==> config.mk <==
export PLATFORM = sky130hd
export DESIGN_NAME = staggered_adder
export DESIGN_NICKNAME = d
export VERILOG_FILES = /design/src/rtl/staggered_adder_pkg.sv /design/src/rtl/sa_lo_stage.sv /design/src/rtl/sa_hi_stage.sv /design/src/rtl/sa_flag_stage.sv /design/src/rtl/staggered_adder.sv
export SDC_FILE = /design/constraint.sdc
export NUM_CORES = 1
export LEC_CHECK = 0
export ABC_AREA = 1
export ABC_CLOCK_PERIOD_IN_PS = 2700
export BUFFER_PORTS_ARGS = -buffer_cell sky130_fd_sc_hd__buf_2
export CORE_MARGIN = 3
export CORE_UTILIZATION = 56
export DETAILED_ROUTE_END_ITERATION = 8
export PLACE_DENSITY_LB_ADDON = 0.08
export SKIP_CTS_REPAIR_TIMING = 1
export SLEW_MARGIN = 30
export SYNTH_ARGS = -nofsm -noshare
export SYNTH_HDL_FRONTEND = slang
export SYNTH_HIERARCHICAL = 1
export SYNTH_SLANG_ARGS = --single-unit
==> constraint.sdc <==
create_clock -name clk -period 2.7 [get_ports clk]
set_input_delay 0.135 -clock clk [delete_from_list [all_inputs] [get_ports clk]]
set_output_delay 0.135 -clock clk [all_outputs]
set_load 0.01 [all_outputs]
==> src/rtl/staggered_adder_pkg.sv <==
package staggered_adder_pkg;

  typedef struct packed {
    logic zero;
    logic carry;
    logic sign;
    logic ovf;
  } sa_flags_t;

  // Signed overflow: the two effective operand signs agree and the result sign differs.
  function automatic logic sa_ovf(input logic sign_a, input logic sign_b, input logic sign_r);
    return (sign_a == sign_b) && (sign_r != sign_a);
  endfunction

endpackage

==> src/rtl/sa_lo_stage.sv <==
module sa_lo_stage #(
  parameter int DATA_W = 32,
  localparam int HALF = DATA_W / 2
) (
  input  logic            clk,
  input  logic            rst_n,
  input  logic            iss_v,
  input  logic            iss_sub,
  input  logic            iss_fwd,
  input  logic [DATA_W-1:0] iss_a,
  input  logic [DATA_W-1:0] iss_b,
  input  logic            iss_ph,
  output logic            v_q,
  output logic [HALF-1:0] lo_q,
  output logic            c_q,
  output logic [HALF-1:0] ahi_q,
  output logic [HALF-1:0] bhi_q,
  output logic            fwd_q,
  output logic            ph_q
);

  function automatic logic [HALF:0] add_slice(input logic [HALF-1:0] x,
                                              input logic [HALF-1:0] y,
                                              input logic ci);
    return {1'b0, x} + {1'b0, y} + {{HALF{1'b0}}, ci};
  endfunction

  logic [DATA_W-1:0] b_eff;
  logic [HALF-1:0]   a_lo;
  logic [HALF:0]     lo_sum;

  always_comb begin
    b_eff  = iss_sub ? ~iss_b : iss_b;
    a_lo   = iss_fwd ? lo_q : iss_a[HALF-1:0];
    lo_sum = add_slice(a_lo, b_eff[HALF-1:0], iss_sub);
  end

  always_ff @(posedge clk) begin
    if (!rst_n) begin
      v_q   <= 1'b0;
      lo_q  <= '0;
      c_q   <= 1'b0;
      ahi_q <= '0;
      bhi_q <= '0;
      fwd_q <= 1'b0;
      ph_q  <= 1'b0;
    end else begin
      v_q <= iss_v;
      if (iss_v) begin
        lo_q  <= lo_sum[HALF-1:0];
        c_q   <= lo_sum[HALF];
        ahi_q <= iss_a[DATA_W-1:HALF];
        bhi_q <= b_eff[DATA_W-1:HALF];
        fwd_q <= iss_fwd;
        ph_q  <= iss_ph;
      end
    end
  end

endmodule

==> src/rtl/sa_hi_stage.sv <==
module sa_hi_stage #(
  parameter int DATA_W = 32,
  localparam int HALF = DATA_W / 2
) (
  input  logic            clk,
  input  logic            rst_n,
  input  logic            v_in,
  input  logic [HALF-1:0] lo_in,
  input  logic            c_in,
  input  logic [HALF-1:0] ahi_in,
  input  logic [HALF-1:0] bhi_in,
  input  logic            fwd_in,
  input  logic            ph_in,
  output logic            v_q,
  output logic [HALF-1:0] lo_q,
  output logic [HALF-1:0] hi_q,
  output logic            c_q,
  output logic            sa_q,
  output logic            sb_q,
  output logic            ph_q
);

  function automatic logic [HALF:0] add_slice(input logic [HALF-1:0] x,
                                              input logic [HALF-1:0] y,
                                              input logic ci);
    return {1'b0, x} + {1'b0, y} + {{HALF{1'b0}}, ci};
  endfunction

  logic [HALF-1:0] a_hi;
  logic [HALF:0]   hi_sum;

  always_comb begin
    a_hi   = fwd_in ? hi_q : ahi_in;
    hi_sum = add_slice(a_hi, bhi_in, c_in);
  end

  always_ff @(posedge clk) begin
    if (!rst_n) begin
      v_q  <= 1'b0;
      lo_q <= '0;
      hi_q <= '0;
      c_q  <= 1'b0;
      sa_q <= 1'b0;
      sb_q <= 1'b0;
      ph_q <= 1'b0;
    end else begin
      v_q <= v_in;
      if (v_in) begin
        lo_q <= lo_in;
        hi_q <= hi_sum[HALF-1:0];
        c_q  <= hi_sum[HALF];
        sa_q <= a_hi[HALF-1];
        sb_q <= bhi_in[HALF-1];
        ph_q <= ph_in;
      end
    end
  end

endmodule

==> src/rtl/sa_flag_stage.sv <==
module sa_flag_stage
  import staggered_adder_pkg::*;
#(
  parameter int DATA_W = 32,
  localparam int HALF = DATA_W / 2
) (
  input  logic              clk,
  input  logic              rst_n,
  input  logic              v_in,
  input  logic [HALF-1:0]   lo_in,
  input  logic [HALF-1:0]   hi_in,
  input  logic              c_in,
  input  logic              sa_in,
  input  logic              sb_in,
  input  logic              ph_in,
  output logic              v_q,
  output logic [DATA_W-1:0] res_q,
  output sa_flags_t         flags_q,
  output logic              ph_q
);

  sa_flags_t flags_d;

  always_comb begin
    flags_d.zero  = (lo_in == '0) && (hi_in == '0);
    flags_d.carry = c_in;
    flags_d.sign  = hi_in[HALF-1];
    flags_d.ovf   = sa_ovf(sa_in, sb_in, hi_in[HALF-1]);
  end

  always_ff @(posedge clk) begin
    if (!rst_n) begin
      v_q     <= 1'b0;
      res_q   <= '0;
      flags_q <= '0;
      ph_q    <= 1'b0;
    end else begin
      v_q <= v_in;
      if (v_in) begin
        res_q   <= {hi_in, lo_in};
        flags_q <= flags_d;
        ph_q    <= ph_in;
      end
    end
  end

endmodule

==> src/rtl/staggered_adder.sv <==
module staggered_adder
  import staggered_adder_pkg::*;
#(
  parameter int DATA_W = 32,
  localparam int HALF = DATA_W / 2
) (
  input  logic              clk,
  input  logic              rst_n,
  input  logic              core_ph,
  input  logic              in_valid,
  input  logic              in_sub,
  input  logic              in_fwd,
  input  logic [DATA_W-1:0] in_a,
  input  logic [DATA_W-1:0] in_b,
  output logic              fwd_lo_valid,
  output logic [HALF-1:0]   fwd_lo,
  output logic              fwd_hi_valid,
  output logic [HALF-1:0]   fwd_hi,
  output logic              res_valid,
  output logic [DATA_W-1:0] res,
  output logic              res_ph,
  output logic              flag_zero,
  output logic              flag_carry,
  output logic              flag_sign,
  output logic              flag_ovf
);

  // Named inter-stage events
  logic            s1_v, s1_c, s1_fwd, s1_ph;
  logic [HALF-1:0] s1_lo, s1_ahi, s1_bhi;
  logic            s2_v, s2_c, s2_sa, s2_sb, s2_ph;
  logic [HALF-1:0] s2_lo, s2_hi;
  sa_flags_t       s3_flags;

  sa_lo_stage #(.DATA_W(DATA_W)) u_lo (
    .clk(clk), .rst_n(rst_n), .iss_v(in_valid), .iss_sub(in_sub), .iss_fwd(in_fwd),
    .iss_a(in_a), .iss_b(in_b), .iss_ph(core_ph),
    .v_q(s1_v), .lo_q(s1_lo), .c_q(s1_c), .ahi_q(s1_ahi), .bhi_q(s1_bhi),
    .fwd_q(s1_fwd), .ph_q(s1_ph)
  );

  sa_hi_stage #(.DATA_W(DATA_W)) u_hi (
    .clk(clk), .rst_n(rst_n), .v_in(s1_v), .lo_in(s1_lo), .c_in(s1_c),
    .ahi_in(s1_ahi), .bhi_in(s1_bhi), .fwd_in(s1_fwd), .ph_in(s1_ph),
    .v_q(s2_v), .lo_q(s2_lo), .hi_q(s2_hi), .c_q(s2_c), .sa_q(s2_sa),
    .sb_q(s2_sb), .ph_q(s2_ph)
  );

  sa_flag_stage #(.DATA_W(DATA_W)) u_flag (
    .clk(clk), .rst_n(rst_n), .v_in(s2_v), .lo_in(s2_lo), .hi_in(s2_hi),
    .c_in(s2_c), .sa_in(s2_sa), .sb_in(s2_sb), .ph_in(s2_ph),
    .v_q(res_valid), .res_q(res), .flags_q(s3_flags), .ph_q(res_ph)
  );

  assign fwd_lo_valid = s1_v;
  assign fwd_lo       = s1_lo;
  assign fwd_hi_valid = s2_v;
  assign fwd_hi       = s2_hi;
  assign flag_zero    = s3_flags.zero;
  assign flag_carry   = s3_flags.carry;
  assign flag_sign    = s3_flags.sign;
  assign flag_ovf     = s3_flags.ovf;

endmodule

==> results.ini <==
[layout]
stdcell_count=1356
n_antenna_cell=0
syn_to_final_growth_pct=22.5
final_util=0.710
fin_nets=1280
drive_gt1_frac=0.179
nFillCells=1085

[timing]
hold_ws_ns=-0.00306
fmax_ghz=0.437
setup_violations=0
skew_ns=0.0107
hold_viol=1
slew_headroom=0.634
rsz0062_at_grt=false
worst_pin_slew_ns=0.548
drv_slew=0
fin_crit_ns=2.29
period_share=0.848
finalSetupTns_ns=0

[logic_synthesis]
synth_edf_count=0
synthTopCellsByArea=dfxtp_1 (36%), nor2_1 (12%), nand2_1 (9.0%), o21ai_0 (8.1%), inv_1 (6.3%)
netlist_top_cells_count=nor2_1 (230), nand2_1 (169), dfxtp_1 (126), inv_1 (118), o21ai_0 (114)
syn_area_per_cell_um2=6.75
synth_area_mm2=0.00702
yosysWarnings=6
yosys_register_bits=126
synthFlopType=dfxtp_1
yosys.area.top_type_share=0.359
yosysSeqAreaShare=0.359
synthCells=1040
synthesis.nets=1143
ys_types=41
synthArstFlopShare=0
yosys.area.top_type=dfxtp_1
synth_most_common_cell=nor2_1

[setup_path]
cp.required_ns=3.02
worstSetupStartpointType=flop
arrival_ns=2.61
crit_fanout=25
rr_worst_depth=13
critPathKind=reg -> reg
endpoint_kind=flop

[place]
routabilityCongestion=0.951
place_inst=1311
portBuffers=141
hpwlAfterDp_mm=13.4

[min_path]
holdPathStages=3
hold_class=in -> reg

[cts]
cts.clk_slew.worst_paths_ns=0.05
htreeDepth=4
cts_inserted_buffers=17
clock-sinks=126
cts_tree=yes
clock_path_buffers=2
cts_root_buffer=clkbuf_16
clk_latency_ns=0.42

[grt]
grt_usage=0.260
grt_pass1_vias=6036
grt_pass1_wl_mm=29.5
grt_overflow=0
antenna_found_initial=0
grt_max_degree=57

[drt]
drc_errors=0
antenna_left=0
drt_pass1_iterations=5
drt_iter0_markers=743
vias_per_cell=5.14
post_drt_wl_per_cell_um=13.9
vias=6970
wl_mm=18.8

[die]
placement_rows=40
die-area_mm2=0.0139
start_util=0.579
die_width_um=118
top_level_ports=142
fp.dieH_um=118
core_mm2=0.0121

[status]
violations=negative hold slack
status=complete, but fails checks

[power]
peakVddDrop_mv=0.409
pwr_density_cell_mw_per_mm2=690
power.leakage_nw=4.66

[flow_run]
cap_violations=0

-- routing by layer --
metal | vias up | part of all wire | track usage
met4 | 0 | 0.0092 | 0.0725
met2 | 264 | 0.41 | 0.367
met3 | 17 | 0.067 | 0.0543
li1 | 3565 | - | -
met5 | - | 0 | 0
met1 | 3124 | 0.51 | 0.398
-- kinds of logic (layout without fill, tap and decap cells) --
family,Yosys count,after routing,synth area share
and+or+nand+nor,469,469,0.274
AOI/OAI and AO/OA,191,191,0.142
buffers and inverters,172,320,0.0991
DFF,126,126,0.359
xor gates and xnor gates,42,42,0.0524
adders and majority gates,33,33,0.0621
muxes,7,7,0.0112
-- worst paths after layout --
| kind | from | slack (ns) | to |
|---|---|---|---|
| worst max-delay path | u_lo/fwd_q$_SDFFE_PN0P_ | 0.41 | u_hi/hi_q[11]$_SDFFE_PN0P_ |
| worst min-delay path | in_a[22] | -0.003 | u_lo/ahi_q[6]$_SDFFE_PN0P_ |
| worst max register to register | u_lo/fwd_q$_SDFFE_PN0P_ | 0.41 | u_hi/hi_q[11]$_SDFFE_PN0P_ |
| worst min register to register | u_flag/flags_q[3]$_SDFFE_PN0P_ | 0.46 | u_flag/flags_q[3]$_SDFFE_PN0P_ |
-- critical path: stages, from the launching register on --
cell	delay (ns)
dfxtp_1	0.33
buf_4	0.28
mux2_2	0.37
ha_1	0.35
nand2_1	0.11
inv_1	0.06
a21oi_1	0.19
nand2_1	0.13
nand2_1	0.10
nand2_1	0.05
nand2_1	0.05
nand3_1	0.07
nand2_1	0.08
inv_1	0.04
-- through the flow --
step                      area, µm²  setup WS (ns)  power, mW  hold slack (ns)
after floorplan                7020          0.385       2.98            0.270
after global placement         7780          0.437       3.33            0.357
after detailed placement       7780          0.432       3.34            0.361
after CTS                      8450          0.423       5.91          -0.0694
after global routing           8600          0.224       6.22           0.0141
final                          8600          0.412       5.93         -0.00306
-- where the power goes --
group | leakage [nW] | internal, mW | total [mW] | switching [mW]
Clock | 0.321 | 1.77 | 2.58 | 0.812
Combinational | 3.30 | 0.472 | 1.23 | 0.755
Sequential | 1.04 | 2.00 | 2.12 | 0.126
Total | 4.66 | 4.24 | 5.93 | 1.69
-- state kept, by name, summed over array words and instances (netlist names), 3 cells and up --
signal / count
u_hi/lo_q: 16
u_lo/ahi_q: 16
u_lo/lo_q: 16
u_lo/bhi_q: 16
u_flag/flags_q: 3
u_hi/hi_q: 16
u_flag/res_q: 32
-- placed cells by master, fill, tap and decap left out, types with 30 or more instances in the layout --
master	count
nand3_1	36
xor2_1	38
buf_2	141
ha_1	30
inv_1	118
nor2_1	230
o21ai_0	114
dfxtp_1	126
nand2_1	169
a21oi_1	57
-- area by class of cell --
| class | count | area, µm² | share of cell area |
|---|---|---|---|
| multi-input combinational | 742 | 3800 | 0.442 |
| sequential | 126 | 2520 | 0.293 |
| timing repair buffer | 166 | 931 | 0.108 |
| inverter | 124 | 468 | 0.0544 |
| clock buffer | 19 | 453 | 0.0527 |
| clock inverter | 11 | 214 | 0.0249 |
| tap | 168 | 210 | 0.0245 |
(Power assumes the default switching activity.)
